`config.mk`:
```
export PLATFORM = sky130hd
export DESIGN_NAME = nms_check_unit
export DESIGN_NICKNAME = d
export VERILOG_FILES = /design/src/rtl/nms_pkg.sv /design/src/rtl/nms_stage_ctl.sv /design/src/rtl/nms_mag_sign.sv /design/src/rtl/nms_min_search.sv /design/src/rtl/nms_scale_out.sv /design/src/rtl/nms_check_unit.sv
export SDC_FILE = /design/constraint.sdc
export NUM_CORES = 2
export LEC_CHECK = 0
export BUFFER_PORTS_ARGS = -buffer_cell sky130_fd_sc_hd__buf_2
export CORE_MARGIN = 5
export CORE_UTILIZATION = 35
export DETAILED_ROUTE_END_ITERATION = 16
export PLACE_DENSITY = 0.61
export SYNTH_ARGS = -nofsm -noshare
export SYNTH_HDL_FRONTEND = slang
export SYNTH_SLANG_ARGS = --single-unit
```
`constraint.sdc`:
```
create_clock -name clk -period 3.27 [get_ports clk]
set_clock_uncertainty 0.15 [all_clocks]
set_input_delay 0.981 -clock clk [delete_from_list [all_inputs] [get_ports clk]]
set_output_delay 0.981 -clock clk [all_outputs]
set_load 0.005 [all_outputs]
```
`src/rtl/nms_pkg.sv`:
```
package nms_pkg;
    typedef enum logic {
        STG_EMPTY = 1'b0,
        STG_FULL  = 1'b1
    } stage_state_t;
endpackage

```
`src/rtl/nms_stage_ctl.sv`:
```
module nms_stage_ctl
    import nms_pkg::*;
(
    input  logic clk,
    input  logic rst_n,
    input  logic load,
    input  logic drain,
    output logic full
);
    stage_state_t state_q, state_d;

    always_ff @(posedge clk or negedge rst_n) begin
        if (!rst_n) state_q <= STG_EMPTY;
        else        state_q <= state_d;
    end

    always_comb begin
        state_d = state_q;
        unique case (state_q)
            STG_EMPTY: if (load)           state_d = STG_FULL;   // fill
            STG_FULL:  if (drain && !load) state_d = STG_EMPTY;  // drain
            default:                       state_d = STG_EMPTY;
        endcase
    end

    always_comb full = (state_q == STG_FULL);

    // a full stage that does not drain must not be loaded again
    assert_no_overwrite_R8: assert property (@(posedge clk) disable iff (!rst_n)
        (full && !drain) |-> !load);
endmodule

```
`src/rtl/nms_mag_sign.sv`:
```
module nms_mag_sign #(
    parameter int DEGREE = 32,
    parameter int LLR_W  = 6,
    localparam int MAG_W = LLR_W - 1
) (
    input  logic [DEGREE*LLR_W-1:0] in_llr,
    output logic [DEGREE*MAG_W-1:0] mags,
    output logic [DEGREE-1:0]       signs
);
    localparam logic [LLR_W-1:0] MOST_NEG = {1'b1, {(LLR_W-1){1'b0}}};

    for (genvar g = 0; g < DEGREE; g++) begin : g_lane
        logic [LLR_W-1:0] raw, negated;
        always_comb begin
            raw      = in_llr[g*LLR_W +: LLR_W];
            negated  = ~raw + 1'b1;
            signs[g] = raw[LLR_W-1];
            if (!raw[LLR_W-1])
                mags[g*MAG_W +: MAG_W] = raw[MAG_W-1:0];
            else if (raw == MOST_NEG)
                mags[g*MAG_W +: MAG_W] = '1;          // saturation
            else
                mags[g*MAG_W +: MAG_W] = negated[MAG_W-1:0];
        end
    end
endmodule

```
`src/rtl/nms_min_search.sv`:
```
module nms_min_search #(
    parameter int DEGREE = 32,
    parameter int MAG_W  = 5,
    localparam int IDX_W = $clog2(DEGREE)
) (
    input  logic [DEGREE*MAG_W-1:0] mags,
    input  logic [DEGREE-1:0]       signs,
    output logic [MAG_W-1:0]        min1,
    output logic [MAG_W-1:0]        min2,
    output logic [IDX_W-1:0]        min1_idx,
    output logic                    sign_all
);
    always_comb begin
        logic [MAG_W-1:0] cur;
        min1     = '1;
        min2     = '1;
        min1_idx = '0;
        sign_all = 1'b0;
        for (int i = 0; i < DEGREE; i++) begin
            cur = mags[i*MAG_W +: MAG_W];
            if (cur < min1) begin
                min2     = min1;
                min1     = cur;
                min1_idx = IDX_W'(i);
            end else if (cur < min2) begin
                min2 = cur;
            end
            sign_all = sign_all ^ signs[i];
        end
    end
endmodule

```
`src/rtl/nms_scale_out.sv`:
```
module nms_scale_out #(
    parameter int DEGREE = 32,
    parameter int LLR_W  = 6,
    localparam int MAG_W = LLR_W - 1,
    localparam int IDX_W = $clog2(DEGREE)
) (
    input  logic [MAG_W-1:0]        min1,
    input  logic [MAG_W-1:0]        min2,
    input  logic [IDX_W-1:0]        min1_idx,
    input  logic                    sign_all,
    input  logic [DEGREE-1:0]       signs,
    output logic [DEGREE*LLR_W-1:0] msgs
);
    logic [MAG_W-1:0] scaled1, scaled2;

    always_comb begin
        scaled1 = min1 - (min1 >> 2);
        scaled2 = min2 - (min2 >> 2);
    end

    for (genvar g = 0; g < DEGREE; g++) begin : g_lane
        logic [LLR_W-1:0] pos;
        logic             neg;
        always_comb begin
            pos = {1'b0, (min1_idx == IDX_W'(g)) ? scaled2 : scaled1};
            neg = sign_all ^ signs[g];
            msgs[g*LLR_W +: LLR_W] = neg ? (~pos + 1'b1) : pos;
        end
    end
endmodule

```
`src/rtl/nms_check_unit.sv`:
```
module nms_check_unit #(
    parameter int DEGREE = 32,
    parameter int LLR_W  = 6
) (
    input  logic                    clk,
    input  logic                    rst_n,
    input  logic                    in_valid,
    output logic                    in_ready,
    input  logic [DEGREE*LLR_W-1:0] in_llr,
    output logic                    out_valid,
    input  logic                    out_ready,
    output logic [DEGREE*LLR_W-1:0] out_msg
);
    localparam int MAG_W   = LLR_W - 1;
    localparam int IDX_W   = $clog2(DEGREE);
    localparam int MAX_MAG = (1 << MAG_W) - 1;
    localparam logic [LLR_W-1:0] MAX_OUT = LLR_W'(MAX_MAG - (MAX_MAG >> 2));

    logic [DEGREE*MAG_W-1:0] mags;
    logic [DEGREE-1:0]       signs;
    logic [MAG_W-1:0]        f_min1, f_min2;
    logic [IDX_W-1:0]        f_idx;
    logic                    f_sall;

    logic [MAG_W-1:0]        s1_min1, s1_min2;
    logic [IDX_W-1:0]        s1_idx;
    logic                    s1_sall;
    logic [DEGREE-1:0]       s1_signs;
    logic [DEGREE*LLR_W-1:0] f_msgs;

    logic s1_full, s2_full, s1_load, s2_load, s2_ready, out_fire;

    always_comb begin
        s2_ready  = !s2_full || out_ready;
        in_ready  = !s1_full || s2_ready;
        s1_load   = in_valid && in_ready;
        s2_load   = s1_full && s2_ready;
        out_fire  = s2_full && out_ready;
        out_valid = s2_full;
    end

    nms_stage_ctl i_ctl_search (
        .clk(clk), .rst_n(rst_n), .load(s1_load), .drain(s2_load), .full(s1_full));
    nms_stage_ctl i_ctl_output (
        .clk(clk), .rst_n(rst_n), .load(s2_load), .drain(out_fire), .full(s2_full));

    nms_mag_sign #(.DEGREE(DEGREE), .LLR_W(LLR_W)) i_mag (
        .in_llr(in_llr), .mags(mags), .signs(signs));

    nms_min_search #(.DEGREE(DEGREE), .MAG_W(MAG_W)) i_search (
        .mags(mags), .signs(signs), .min1(f_min1), .min2(f_min2),
        .min1_idx(f_idx), .sign_all(f_sall));

    always_ff @(posedge clk or negedge rst_n) begin
        if (!rst_n) begin
            s1_min1  <= '1;
            s1_min2  <= '1;
            s1_idx   <= '0;
            s1_sall  <= 1'b0;
            s1_signs <= '0;
        end else if (s1_load) begin
            s1_min1  <= f_min1;
            s1_min2  <= f_min2;
            s1_idx   <= f_idx;
            s1_sall  <= f_sall;
            s1_signs <= signs;
        end
    end

    nms_scale_out #(.DEGREE(DEGREE), .LLR_W(LLR_W)) i_scale (
        .min1(s1_min1), .min2(s1_min2), .min1_idx(s1_idx), .sign_all(s1_sall),
        .signs(s1_signs), .msgs(f_msgs));

    always_ff @(posedge clk or negedge rst_n) begin
        if (!rst_n)       out_msg <= '0;
        else if (s2_load) out_msg <= f_msgs;
    end

    // the registered search result keeps the two minima in order
    assert_min_order_R4: assert property (@(posedge clk) disable iff (!rst_n)
        s1_full |-> (s1_min1 <= s1_min2));

    // an accepted beat occupies the search stage on the next cycle
    assert_accept_fill_R7: assert property (@(posedge clk) disable iff (!rst_n)
        (in_valid && in_ready) |=> s1_full);

    // a search result that may advance is presented on the next cycle
    assert_advance_R7: assert property (@(posedge clk) disable iff (!rst_n)
        (s1_full && (!out_valid || out_ready)) |=> out_valid);

    // a stalled output keeps its value
    assert_hold_R8: assert property (@(posedge clk) disable iff (!rst_n)
        (out_valid && !out_ready) |=> (out_valid && $stable(out_msg)));

    // back-pressure reaches the input only through a stalled output
    assert_ready_R8: assert property (@(posedge clk) disable iff (!rst_n)
        !in_ready |-> (out_valid && !out_ready));

    for (genvar g = 0; g < DEGREE; g++) begin : g_chk
        logic [LLR_W-1:0] lane;
        always_comb lane = out_msg[g*LLR_W +: LLR_W];
        // no presented message exceeds the scaled magnitude bound
        assert_out_range_R6: assert property (@(posedge clk) disable iff (!rst_n)
            out_valid |-> (lane[LLR_W-1] ? ((~lane + 1'b1) <= MAX_OUT) : (lane <= MAX_OUT)));
    end
endmodule

```
==> results.ini <==
[yosys]
synth_xor_area_share_pct = 6.42
synthAdderAreaFrac_pct = 11.4
synth_cell_types = 125
synth_common_cells = nand2_1, o21ai_0, nor2_1
postSynthAreaPerCell_um2 = 7.40
seq_area_frac_synth_pct = 19.0
synth_nets = 4800
ys_ff_latch = 242
synth_top_flop_cell = dfrtp_1
synthCells = 4317
synth_largest_area_cell = dfrtp_1
synth_top_cell_area_share_pct = 18.2
yosys_warnings = 0
synth_most_common_cell = nand2_1
yosys.area_share.simple_pct = 22.7
muxShareOfSynthArea_pct = 6.21
synthArstFlopShare_pct = 100
synth-compound-area-share_pct = 29.5
synth_area_um2 = 31900
synth_top_family_by_area = compound AO/OA/AOI/OAI gates
synth_edf_count = 0
synthTopCellsByArea = dfrtp_1, ha_1, nand2_1, o21ai_0, xnor2_1

[setup_path]
crit_path_start_kind = input pin
cp_slowest_cell = or4_4
cp_max_fo = 6
cp.arrival_ns = 48.45
critPathCaptureType = register
r2r-start = s1_min2[2]
required_ns = 3.59
max_stage_delay_ns = 0.59
regToRegSetupSlack_ns = 0.13
crit_type = in -> reg
critPathLaunch = in_llr[0]
crit_path_frequent_cell = buf_4

[global_routing]
grt_antenna_before_repair = 5
grt_max_degree = 76
grt-ovfl-total = 0
grt_pass1_vias = 39600
grt_pass1_wl_um = 213000
grt_usage_pct = 26.3

[worst_hold_path]
hp-class = in -> async

[placement]
port_buffers = 389
gp_congestion = 0.960
place_hpwl_um = 108000

[die]
dieArea_um2 = 97400
rows = 110
die_height_um = 312
num_io_pins = 390
die_w_um = 312
core_area_um2 = 90300
initial_core_util_pct = 35.4

[clock_tree]
cts_tree = done
cts_buffers = 25
clock_path_buffers = 3
cts_root_buffer = clkbuf_16
clkTransAtPathRegs_ns = 0.06
h-tree-depth = 1
cts_hold_buffers = 0
clk-insertion-delay-late_ns = 0.56
clkSinkCount = 242

[detailed_routing]
wirelength_um = 142000
antenna_left = 0
vias = 41200
wire_per_inst_um = 18.8
drt_first_pass_iters = 7
drt_iter0_markers = 3148
avgViaCountPerCell = 5.45
drc = 0

[sta]
slew_headroom_pct = 35.8
slew_violations = 0
worst_slack_ns = -44.87
rsz0062_at_grt = yes
finalCritPeriodShare_pct = 1470
setup_viol = 15
fmax_mhz = 20.8
worst_slew_pin_slew_ns = 0.951
hold_viol = 0
setup_tns_ns = -639.51
post-route-min-period_ns = 48.14

[run_status]
outcome = complete, but fails checks
violations = negative setup slack

[final_layout]
area_growth_pct = 69.7
layout.nets = 6849
drive_gt1_share_pct = 47.5

[job]
drv_cap = 0

layer usage:
layer	vias to the layer above	wire length (um)	global-route usage (%)
li1	19900	-	-
met1	19500	60900	34.9
met2	1450	66200	44.6
met3	386	8550	3.01
met4	2	6500	8.94
met5	-	13	0
path summary, 6_finish.rpt:
| kind | endpoint | cells after the start |
|---|---|---|
| max in group asynchronous | out_msg[104] | 2 |
| worst min-delay path | out_msg[168] | 1 |
| worst min register to register | out_msg[71] | 1 |
| worst max-delay path | s1_min2[1] | 282 |
| worst max register to register | out_msg[41] | 12 |
| min in group clk | out_msg[71] | 1 |
through the flow:
stage / area (um^2) / hold WS (ns) / utilization (%) / setup WS (ns) / std cells
6_report: 54200 / 0.219 / 60.0 / -44.87 / 7563
5_1_grt: 54200 / 0.249 / 60.0 / -46.96 / 7560
4_1_cts: 51600 / 0.219 / 57.1 / -43.36 / 7454
3_5_place_dp: 46400 / 0.311 / 51.4 / -45.39 / 7093
3_3_place_gp: 46400 / 0.303 / 51.4 / -43.83 / 7093
2_1_floorplan: 33200 / 0.305 / - / -44.09 / 4317
cells by family after synthesis:
| group | after synthesis |
|---|---|
| multiplexers | 183 |
| AND/OR/NAND/NOR | 1578 |
| flip-flops | 242 |
| XOR/XNOR | 234 |
| AO/OA/AOI/OAI | 1394 |
| buffers and inverters | 396 |
| adder cells (fa/ha/maj) | 290 |
worst max-delay path, delay by kind of cell:
family / cells / cell delay [ns]
AO/OA/AOI/OAI: 128 / 22.23
adder cells (fa/ha/maj): 30 / 7.55
buffers and inverters: 55 / 6.57
multiplexers: 3 / 0.59
AND/OR/NAND/NOR: 66 / 10.51
cell usage in the layout, fill, tap and decap left out, types with 40 or more instances in the layout:
cell,netlist,layout
buf_4,4,1717
nand2_1,702,662
buf_2,4,384
o21ai_0,370,316
nor2_1,350,310
dfrtp_1,232,231
inv_1,213,183
ha_1,285,180
a21o_1,156,155
xnor2_1,163,154
a21oi_1,227,126
ha_4,0,92
nand3_1,106,87
buf_6,1,81
o21a_1,83,76
a21oi_2,3,72
mux2_2,84,71
xor2_1,71,70
mux2i_1,90,68
a31oi_1,76,59
and2_1,72,56
and3_1,71,55
o211ai_1,51,51
o31ai_1,63,49
o21ai_1,30,43
nor2b_1,44,40
registers in the layout (all words and copies together) (netlist names):
| name | cells |
|---|---|
| s1_min1 | 5 |
| s1_min2 | 5 |
| s1_sall | 1 |
| s1_signs | 32 |
| s1_idx | 5 |
| i_ctl_output.full | 1 |
| i_ctl_search.full | 1 |
| out_msg | 192 |
final cells by class:
type                    count  area, um^2
fillers                  7715       36100
multi-input cells        3680       28800
repair buffers           2204       16100
flip-flops and latches    242        6070
well taps                1176        1470
inverters                 213         830
clock buffers              32         682
clock inverters            13         141
diodes                      3        7.51
repair_timing:
item	4_1_cts	5_1_grt
resized for setup	391	349
pin swaps	328	288
endpoints found under the hold margin	0	0
endpoints found under the setup margin	16	69
gates cloned	1	0
setup buffers	328	124
Power is left out: the tool's default activity adds up to more than one toggle a clock period on the data nets, which glitch-free logic cannot reach.
